File: config.mk
export PLATFORM = sky130hd
export DESIGN_NAME = amo_rmw_unit
export DESIGN_NICKNAME = d
export VERILOG_FILES = /design/src/rtl/amo_pkg.sv /design/src/rtl/amo_decode.sv /design/src/rtl/amo_alu.sv /design/src/rtl/amo_rmw_unit.sv
export SDC_FILE = /design/constraint.sdc
export NUM_CORES = 1
export LEC_CHECK = 0
export BUFFER_PORTS_ARGS = -buffer_cell sky130_fd_sc_hd__buf_2
export CELL_PAD_IN_SITES_DETAIL_PLACEMENT = 0
export CELL_PAD_IN_SITES_GLOBAL_PLACEMENT = 1
export CORE_UTILIZATION = 42
export CTS_CLUSTER_SIZE = 20
export DETAILED_ROUTE_END_ITERATION = 8
export PLACE_DENSITY_LB_ADDON = 0.3
export RECOVER_POWER = 50
export SLEW_MARGIN = 30
export SYNTH_ARGS = -nofsm -noshare
export SYNTH_HDL_FRONTEND = slang
export SYNTH_SLANG_ARGS = --single-unit
File: constraint.sdc
create_clock -name clk -period 11.6 [get_ports clk]
set_input_delay 1.16 -clock clk [delete_from_list [all_inputs] [get_ports clk]]
set_output_delay 1.16 -clock clk [all_outputs]
set_load 0.005 [all_outputs]
File: src/rtl/amo_pkg.sv
package amo_pkg;
    typedef enum logic [2:0] {
        OP_ADD,
        OP_OR,
        OP_AND,
        OP_XOR,
        OP_XCHG,
        OP_CMPX
    } amo_op_e;

    typedef enum logic [2:0] {
        ST_IDLE,
        ST_READ,
        ST_MODIFY,
        ST_WRITE,
        ST_DONE
    } amo_state_e;

    localparam logic [2:0] CLASS_STX   = 3'd3;
    localparam logic [2:0] MODE_ATOMIC = 3'd6;
    localparam logic [1:0] SIZE_WORD   = 2'd0;
    localparam logic [1:0] SIZE_DWORD  = 2'd3;
endpackage

File: src/rtl/amo_decode.sv
module amo_decode
    import amo_pkg::*;
#(
    parameter int IMMW = 32
) (
    input  logic [7:0]      opcode,
    input  logic [IMMW-1:0] imm,
    output amo_op_e         op,
    output logic            wide,
    output logic            fetch,
    output logic            bad
);
    logic enc_ok;
    logic imm_ok;
    logic hi_zero;

    assign hi_zero = (imm[IMMW-1:8] == '0);
    assign enc_ok  = (opcode[2:0] == CLASS_STX) && (opcode[7:5] == MODE_ATOMIC) &&
                     ((opcode[4:3] == SIZE_WORD) || (opcode[4:3] == SIZE_DWORD));
    assign wide    = (opcode[4:3] == SIZE_DWORD);

    always_comb begin
        op     = OP_ADD;
        fetch  = 1'b0;
        imm_ok = hi_zero;
        unique case (imm[7:0])
            8'h00, 8'h01: begin op = OP_ADD;  fetch = imm[0]; end
            8'h40, 8'h41: begin op = OP_OR;   fetch = imm[0]; end
            8'h50, 8'h51: begin op = OP_AND;  fetch = imm[0]; end
            8'ha0, 8'ha1: begin op = OP_XOR;  fetch = imm[0]; end
            8'he1:        begin op = OP_XCHG; fetch = 1'b1;   end
            8'hf1:        begin op = OP_CMPX; fetch = 1'b0;   end
            default:      imm_ok = 1'b0;
        endcase
    end

    assign bad = !(enc_ok && imm_ok);
endmodule

File: src/rtl/amo_alu.sv
module amo_alu
    import amo_pkg::*;
#(
    parameter int XLEN = 64
) (
    input  amo_op_e         op,
    input  logic            wide,
    input  logic [XLEN-1:0] old_val,
    input  logic [XLEN-1:0] src_val,
    input  logic [XLEN-1:0] cmp_val,
    output logic [XLEN-1:0] new_val,
    output logic            match
);
    localparam int HALF = XLEN / 2;

    logic [XLEN-1:0] src_m;
    logic [XLEN-1:0] cmp_m;
    logic [XLEN-1:0] raw;

    assign src_m = wide ? src_val : {{HALF{1'b0}}, src_val[HALF-1:0]};
    assign cmp_m = wide ? cmp_val : {{HALF{1'b0}}, cmp_val[HALF-1:0]};

    always_comb begin
        unique case (op)
            OP_ADD:  raw = old_val + src_m;
            OP_OR:   raw = old_val | src_m;
            OP_AND:  raw = old_val & src_m;
            OP_XOR:  raw = old_val ^ src_m;
            default: raw = src_m;
        endcase
    end

    assign new_val = wide ? raw : {{HALF{1'b0}}, raw[HALF-1:0]};
    assign match   = (old_val == cmp_m);
endmodule

File: src/rtl/amo_rmw_unit.sv
module amo_rmw_unit
    import amo_pkg::*;
#(
    parameter int XLEN = 64,
    parameter int OFFW = 16,
    parameter int IMMW = 32
) (
    input  logic            clk,
    input  logic            rst_n,
    input  logic            start,
    input  logic [7:0]      opcode,
    input  logic [OFFW-1:0] offset,
    input  logic [IMMW-1:0] imm,
    input  logic [XLEN-1:0] dst_val,
    input  logic [XLEN-1:0] src_val,
    input  logic [XLEN-1:0] r0_val,
    output logic [XLEN-1:0] mem_addr,
    output logic            mem_rd,
    output logic            mem_wr,
    output logic            mem_wide,
    output logic [XLEN-1:0] mem_wdata,
    input  logic [XLEN-1:0] mem_rdata,
    input  logic            mem_ready,
    output logic            lock,
    output logic            busy,
    output logic            done,
    output logic            err,
    output logic            src_wb_en,
    output logic [XLEN-1:0] src_wb_data,
    output logic            r0_wb_en,
    output logic [XLEN-1:0] r0_wb_data
);
    localparam int HALF = XLEN / 2;

    amo_state_e      state_q, state_d;
    amo_op_e         op_q;
    logic            wide_q, fetch_q, err_q;
    logic [XLEN-1:0] addr_q, src_q, r0_q, old_q, new_q;

    amo_op_e         dec_op;
    logic            dec_wide, dec_fetch, dec_bad;
    logic [XLEN-1:0] alu_new;
    logic            alu_match;

    amo_decode #(.IMMW(IMMW)) u_dec (
        .opcode (opcode),
        .imm    (imm),
        .op     (dec_op),
        .wide   (dec_wide),
        .fetch  (dec_fetch),
        .bad    (dec_bad)
    );

    amo_alu #(.XLEN(XLEN)) u_alu (
        .op      (op_q),
        .wide    (wide_q),
        .old_val (old_q),
        .src_val (src_q),
        .cmp_val (r0_q),
        .new_val (alu_new),
        .match   (alu_match)
    );

    always_comb begin
        state_d = state_q;
        unique case (state_q)
            ST_IDLE:   if (start) state_d = dec_bad ? ST_DONE : ST_READ;
            ST_READ:   if (mem_ready) state_d = ST_MODIFY;
            ST_MODIFY: state_d = (op_q == OP_CMPX && !alu_match) ? ST_DONE : ST_WRITE;
            ST_WRITE:  if (mem_ready) state_d = ST_DONE;
            ST_DONE:   state_d = ST_IDLE;
            default:   state_d = ST_IDLE;
        endcase
    end

    always_ff @(posedge clk) begin
        if (!rst_n) begin
            state_q <= ST_IDLE;
            op_q    <= OP_ADD;
            wide_q  <= 1'b0;
            fetch_q <= 1'b0;
            err_q   <= 1'b0;
            addr_q  <= '0;
            src_q   <= '0;
            r0_q    <= '0;
            old_q   <= '0;
            new_q   <= '0;
        end else begin
            state_q <= state_d;
            if (state_q == ST_IDLE && start) begin
                op_q    <= dec_op;
                wide_q  <= dec_wide;
                fetch_q <= dec_fetch;
                err_q   <= dec_bad;
                addr_q  <= dst_val + {{(XLEN-OFFW){offset[OFFW-1]}}, offset};
                src_q   <= src_val;
                r0_q    <= r0_val;
            end
            if (state_q == ST_READ && mem_ready) begin
                old_q <= wide_q ? mem_rdata : {{HALF{1'b0}}, mem_rdata[HALF-1:0]};
            end
            if (state_q == ST_MODIFY) begin
                new_q <= alu_new;
            end
        end
    end

    always_comb begin
        mem_addr    = addr_q;
        mem_wide    = wide_q;
        mem_wdata   = new_q;
        mem_rd      = 1'b0;
        mem_wr      = 1'b0;
        lock        = 1'b0;
        done        = 1'b0;
        err         = 1'b0;
        src_wb_en   = 1'b0;
        r0_wb_en    = 1'b0;
        src_wb_data = old_q;
        r0_wb_data  = old_q;
        busy        = (state_q != ST_IDLE);
        unique case (state_q)
            ST_IDLE:   ;
            ST_READ:   begin lock = 1'b1; mem_rd = 1'b1; end
            ST_MODIFY: lock = 1'b1;
            ST_WRITE:  begin lock = 1'b1; mem_wr = 1'b1; end
            ST_DONE: begin
                done      = 1'b1;
                err       = err_q;
                src_wb_en = !err_q && fetch_q;
                r0_wb_en  = !err_q && (op_q == OP_CMPX);
            end
            default:   ;
        endcase
    end
endmodule

==> results of run 1 <==
synth_stat cells (54+ instances only):
master	count	area share, %
a21oi_1	443	9.4
buf_4	64	2.0
clkbuf_1	171	2.7
dfxtp_1	329	28
ha_1	176	9.3
inv_1	199	3.2
nand2_1	658	10
nand3_1	107	2.3
nor2_1	142	2.3
o21ai_0	181	3.8
xnor2_1	98	3.6
xor2_1	54	2.0
area by class of cell:
class / count / area (sq um)
Antenna cell: 7 / 17.5
Clock buffer: 56 / 1160
Fill cell: 5943 / 27700
Inverter: 200 / 758
Timing Repair Buffer: 603 / 2880
Tap cell: 748 / 936
Clock inverter: 17 / 220
Sequential cell: 329 / 6600
Multi-Input combinational cell: 2446 / 15000
critical path, stage by stage (launching register included):
cell     delay (ps)
dfxtp_1         420
nor3_1          600
and2_0         3050
buf_4           990
nand2_1         200
a21oi_1         250
routing by layer:
layer / up-vias / part of all wire [%] / GRT usage (%)
met5: - / 0.17 / 0
met4: 22 / 2.1 / 7.48
met3: 117 / 7.1 / 5.31
met2: 824 / 46 / 49.5
met1: 11700 / 44 / 40.9
li1: 12000 / - / -
state kept, by name (all words and copies together) (netlist names):
| name | cells |
|---|---|
| r0_q | 64 |
| state_q | 3 |
| mem_wdata | 64 |
| op_q | 3 |
| mem_addr | 64 |
| mem_wide | 1 |
| src_q | 64 |
| fetch_q | 1 |
| r0_wb_data | 64 |
| err_q | 1 |
stage by stage:
stage / utilization, % / std cells
2_1_floorplan: - / 3239
3_3_place_gp: 47.8 / 4326
3_5_place_dp: 47.8 / 4326
4_1_cts: 50.3 / 4399
5_1_grt: 49.9 / 4403
6_report: 49.9 / 4406
cells by family after synthesis:
| kind of cell | Yosys count | share of synthesized area [%] |
|---|---|---|
| buf+inv | 464 | 8.45 |
| xor+xnor | 152 | 5.64 |
| mux | 50 | 3.50 |
| fa+ha+maj | 178 | 9.50 |
| compound gates | 967 | 24.9 |
| simple gates | 1099 | 20.1 |
| flops | 329 | 27.9 |
power breakdown:
part           total, uW  internal (uW)  switching (uW)
clock network       1360            814             544
logic                526            208             318
registers           1230           1180            48.3
worst paths after layout:
check	startpoint	end	slack [ps]
worst max-delay path	state_q[2]	mem_wide	5960
worst min-delay path	mem_addr[2]	mem_addr[2]	450
worst max register to register	state_q[2]	mem_wide	5960
worst min register to register	mem_addr[2]	mem_addr[2]	450
==> impl_metrics.py, run 1 <==
metrics = {
    "layout": {
        "drive_gt1_share_pct": 15.7,
        "area_growth_pct": 17.0,
        "num-nets-final": 4115,
        "mostFrequentLayoutCells": "657 x nand2_1, 443 x a21oi_1, 428 x buf_2",
        "final_common_cell": "nand2_1",
        "stdcell_area_sq_um": 27600,
    },
    "grt": {
        "grt_pass1_wl_microns": 134000,
        "grt-ovfl-total": 0,
        "gr-usage-all-layers_pct": 30.2,
        "grt_pass1_vias": 22500,
        "grt_start_max_net_pins": 142,
        "antenna_found_initial": 19,
    },
    "critical_path": {
        "startpoint_type": "flip-flop",
        "rr_worst_depth": 5,
        "criticalPathCategory": "reg2reg",
        "critPathArrivalTime_ps": 6120,
        "cp_max_fo": 72,
        "crit_required_ps": 12070,
        "critPathCaptureType": "flip-flop",
    },
    "sta": {
        "report.final.slew_viol_count": 133,
        "skew_ps": 20.1,
        "fin_setup_tns_ps": 0,
        "min_period_ps": 5640,
        "hold_slack_ps": 448,
        "hold_violations": 0,
        "max_freq_ghz": 0.177,
        "finalCritPeriodShare_pct": 48.7,
        "maxSlewHeadroom_pct": -175,
        "tightestPinTransition_ps": 4120,
        "setup_viol": 0,
        "layout_setup_ws_ps": 5960,
        "rsz0062_at_grt": "false",
    },
    "clocking": {
        "cts-root-buf": "clkbuf_16",
        "postCtsSetupRepairBufs": 0,
        "cts_htree_levels": 2,
        "ctsHoldBuffers": 0,
        "cts_buffers": 41,
        "cts.clk_slew.worst_paths_ps": 60,
        "cts_tree": "done",
        "clk_latency_ps": 580,
        "cts_resized": 0,
        "clock_sinks": 329,
        "cts_buffer_depth": 3,
    },
    "pwr": {
        "power_leakage_uw": 0.0115,
        "powerDensity_nw_per_um2": 113,
        "peakVddDrop_v": 0.000102,
        "p_total_uw": 3110,
    },
    "route": {
        "firstDrtPassIters": 5,
        "num_vias": 24700,
        "ant_nets": 0,
        "drtIter0Drc": 1667,
        "route.detailed.drc": 0,
        "avgRoutedWirePerCell_microns": 20.3,
        "wl_microns": 89600,
        "vias_per_cell": 5.61,
    },
    "synth": {
        "synthArstFlopShare_pct": 0,
        "yosysSeqAreaShare_pct": 27.9,
        "syn_avg_cell_area_sq_um": 7.29,
        "synth_warnings": 0,
        "synth_cells": 3239,
        "synth_ff_type": "dfxtp_1",
        "synth_cell_types": 82,
        "synth.cell_area_sq_um": 23600,
        "synth-edff-count": 0,
        "syn_nets": 3733,
        "synth-seq-cells": 329,
    },
    "floorplan": {
        "start_util_pct": 42.7,
        "rows": 86,
        "chipHeight_microns": 239,
        "num_io_pins": 581,
        "dieArea_sq_um": 57100,
        "dieWidth_microns": 239,
        "core_area_sq_um": 55300,
    },
    "placed_design": {
        "io_buffers": 580,
        "gp_congestion": 0.931,
        "placed_cell_area_sq_um": 26400,
        "dp_hpwl_microns": 66000,
        "dp_slack_ps": 6710,
    },
    "min_path": {
        "hold_depth": 2,
        "worstHoldPathType": "reg2reg",
    },
    "status": {
        "status": "complete, but fails checks",
        "violations": "max-capacitance violations, max-slew violations",
    },
    "run": {
        "drv_cap": 2,
    },
}
Note: power is estimated with default switching activity, not from simulation.
==> inputs of run 2 (changes only) <==
--- a/config.mk
+++ b/config.mk
@@ -8,7 +8,7 @@
 export BUFFER_PORTS_ARGS = -buffer_cell sky130_fd_sc_hd__buf_2
 export CELL_PAD_IN_SITES_DETAIL_PLACEMENT = 0
 export CELL_PAD_IN_SITES_GLOBAL_PLACEMENT = 1
-export CORE_UTILIZATION = 42
+export CORE_UTILIZATION = 35
 export CTS_CLUSTER_SIZE = 20
 export DETAILED_ROUTE_END_ITERATION = 8
 export PLACE_DENSITY_LB_ADDON = 0.3
==> constraint.sdc (replaced) <==
create_clock -name clk -period 4.7 [get_ports clk]
set_input_delay 0.47 -clock clk [delete_from_list [all_inputs] [get_ports clk]]
set_output_delay 0.47 -clock clk [all_outputs]
set_load 0.005 [all_outputs]
==> run 2 against run 1 <==
The run still ends with max-capacitance violations, max-slew violations left. Wire length grew 4.5%. Maximum frequency increased by 34%. Combinational power up 150%. Clock power grew to 2.6 times the previous value. Highest routed layer unchanged.
==> impl_metrics.py, run 2 (synthesized netlist as in run 1, its figures left out) <==
metrics = {
    "status": {
        "status": "complete, but fails checks",
        "violations": "max-capacitance violations, max-slew violations",
    },
    "floorplan": {
        "core_area_sq_um": 66200,
        "chipHeight_microns": 262,
        "num_io_pins": 581,
        "rows": 94,
        "dieWidth_microns": 262,
        "start_util_pct": 35.6,
        "dieArea_sq_um": 68500,
    },
    "sta": {
        "skew_ps": 19.7,
        "hold_violations": 0,
        "report.final.slew_viol_count": 103,
        "maxSlewHeadroom_pct": -115,
        "tightestPinTransition_ps": 3220,
        "setup_viol": 0,
        "fin_setup_tns_ps": 0,
        "rsz0062_at_grt": "false",
        "max_freq_ghz": 0.237,
        "finalCritPeriodShare_pct": 89.7,
        "min_period_ps": 4220,
    },
    "clocking": {
        "cts-root-buf": "clkbuf_16",
        "cts_buffers": 44,
        "cts_htree_levels": 2,
        "cts.clk_slew.worst_paths_ps": 70,
        "cts_resized": 0,
        "clk_latency_ps": 580,
        "clock_sinks": 329,
        "postCtsSetupRepairBufs": 0,
        "cts_buffer_depth": 3,
        "cts_tree": "done",
        "ctsHoldBuffers": 0,
    },
    "critical_path": {
        "rr_worst_depth": 14,
        "crit_required_ps": 5160,
        "cp_max_fo": 82,
        "startpoint_type": "flip-flop",
        "critPathArrivalTime_ps": 4680,
        "criticalPathCategory": "reg2reg",
        "critPathCaptureType": "flip-flop",
    },
    "pwr": {
        "pwr-share-comb_pct": 16.5,
        "p_seq_share_pct": 38.4,
        "p_clk_share_pct": 45.1,
        "peakVddDrop_v": 0.000252,
        "p_int_uw": 5600,
        "sw_frac_of_total_pct": 29.2,
        "powerDensity_nw_per_um2": 283,
        "p_sw_uw": 2310,
        "power_leakage_uw": 0.0114,
    },
    "layout": {
        "fin_util_pct": 42.3,
        "fin_cells": 4547,
        "area_growth_pct": 18.6,
        "fillers": 7091,
        "final_common_cell": "nand2_1",
        "num-nets-final": 4140,
        "drive_gt1_share_pct": 14.8,
        "mostFrequentLayoutCells": "658 x nand2_1, 443 x a21oi_1, 385 x buf_2",
    },
    "grt": {
        "grt_pass1_vias": 23100,
        "grt_start_max_net_pins": 106,
        "antenna_found_initial": 13,
        "grt-ovfl-total": 0,
        "grt_pass1_wl_microns": 139000,
        "gr-usage-all-layers_pct": 26.3,
    },
    "placed_design": {
        "gp_congestion": 0.923,
        "post-place-cells": 4464,
        "io_buffers": 580,
        "dp_hpwl_microns": 70600,
    },
    "route": {
        "num_vias": 24700,
        "drtIter0Drc": 1755,
        "ant_nets": 0,
        "route.detailed.drc": 0,
        "wl_microns": 93600,
        "avgRoutedWirePerCell_microns": 20.6,
        "firstDrtPassIters": 5,
        "vias_per_cell": 5.42,
    },
    "min_path": {
        "hold_depth": 3,
        "worstHoldPathType": "in2reg",
    },
    "run": {
        "drv_cap": 3,
    },
}
==> run 2: worst paths after layout <==
path               startpoint       endpoint  slack, ps
setup / recovery     mem_wide  mem_wdata[63]        480
hold / removal     r0_val[45]       r0_q[45]        120
setup reg to reg     mem_wide  mem_wdata[63]        480
hold reg to reg   mem_addr[2]    mem_addr[2]        450
==> run 2: through the flow <==
step	instance area, sq um	hold WS (ps)	total power (uW)	worst slack [ps]
floorplan	23600	436	3880	12.3
global placement	26800	438	4410	788
detailed placement	26800	442	4400	671
CTS	28300	92.4	7990	720
global route	28000	121	8250	299
finish	28000	124	7910	484
==> run 2: per-layer routing <==
layer | part of all wire [%] | routed length [microns] | up-vias | GRT usage (%)
met4 | 2.5 | 2380 | 16 | 7.54
li1 | - | - | 12100 | -
met2 | 46 | 43100 | 758 | 42.9
met3 | 6.6 | 6180 | 126 | 5.01
met5 | 0.11 | 105 | - | 0
met1 | 45 | 41800 | 11700 | 35.0
==> run 2: critical path, stage by stage (launching register included) <==
cell	delay (ps)
dfxtp_1	750
buf_12	400
nand2_1	100
ha_1	490
a32oi_1	170
nor2b_1	220
a31o_2	180
a31oi_1	70
o21ai_0	260
nand3_1	160
a31o_2	300
o41ai_4	250
nor4b_1	410
o2111ai_1	190
o311ai_0	120
==> run 2: layout make-up <==
type / count / area, sq um / share of cell area [%]
tap: 864 / 1080 / 3.86
multi-input combinational: 2446 / 15000 / 53.7
antenna: 5 / 12.5 / 0.0447
clock inverter: 16 / 200 / 0.715
clock buffer: 62 / 1310 / 4.69
timing repair buffer: 625 / 3000 / 10.7
inverter: 200 / 758 / 2.71
sequential: 329 / 6600 / 23.6
==> run 2: power groups by stage <==
stage / logic, uW / clock network (uW) / registers, uW
6_report: 1310 / 3560 / 3040
5_1_grt: 1450 / 3750 / 3050
4_1_cts: 1320 / 3630 / 3030
3_5_place_dp: 1310 / 0 / 3090
3_3_place_gp: 1320 / 0 / 3090
2_1_floorplan: 817 / 0 / 3060
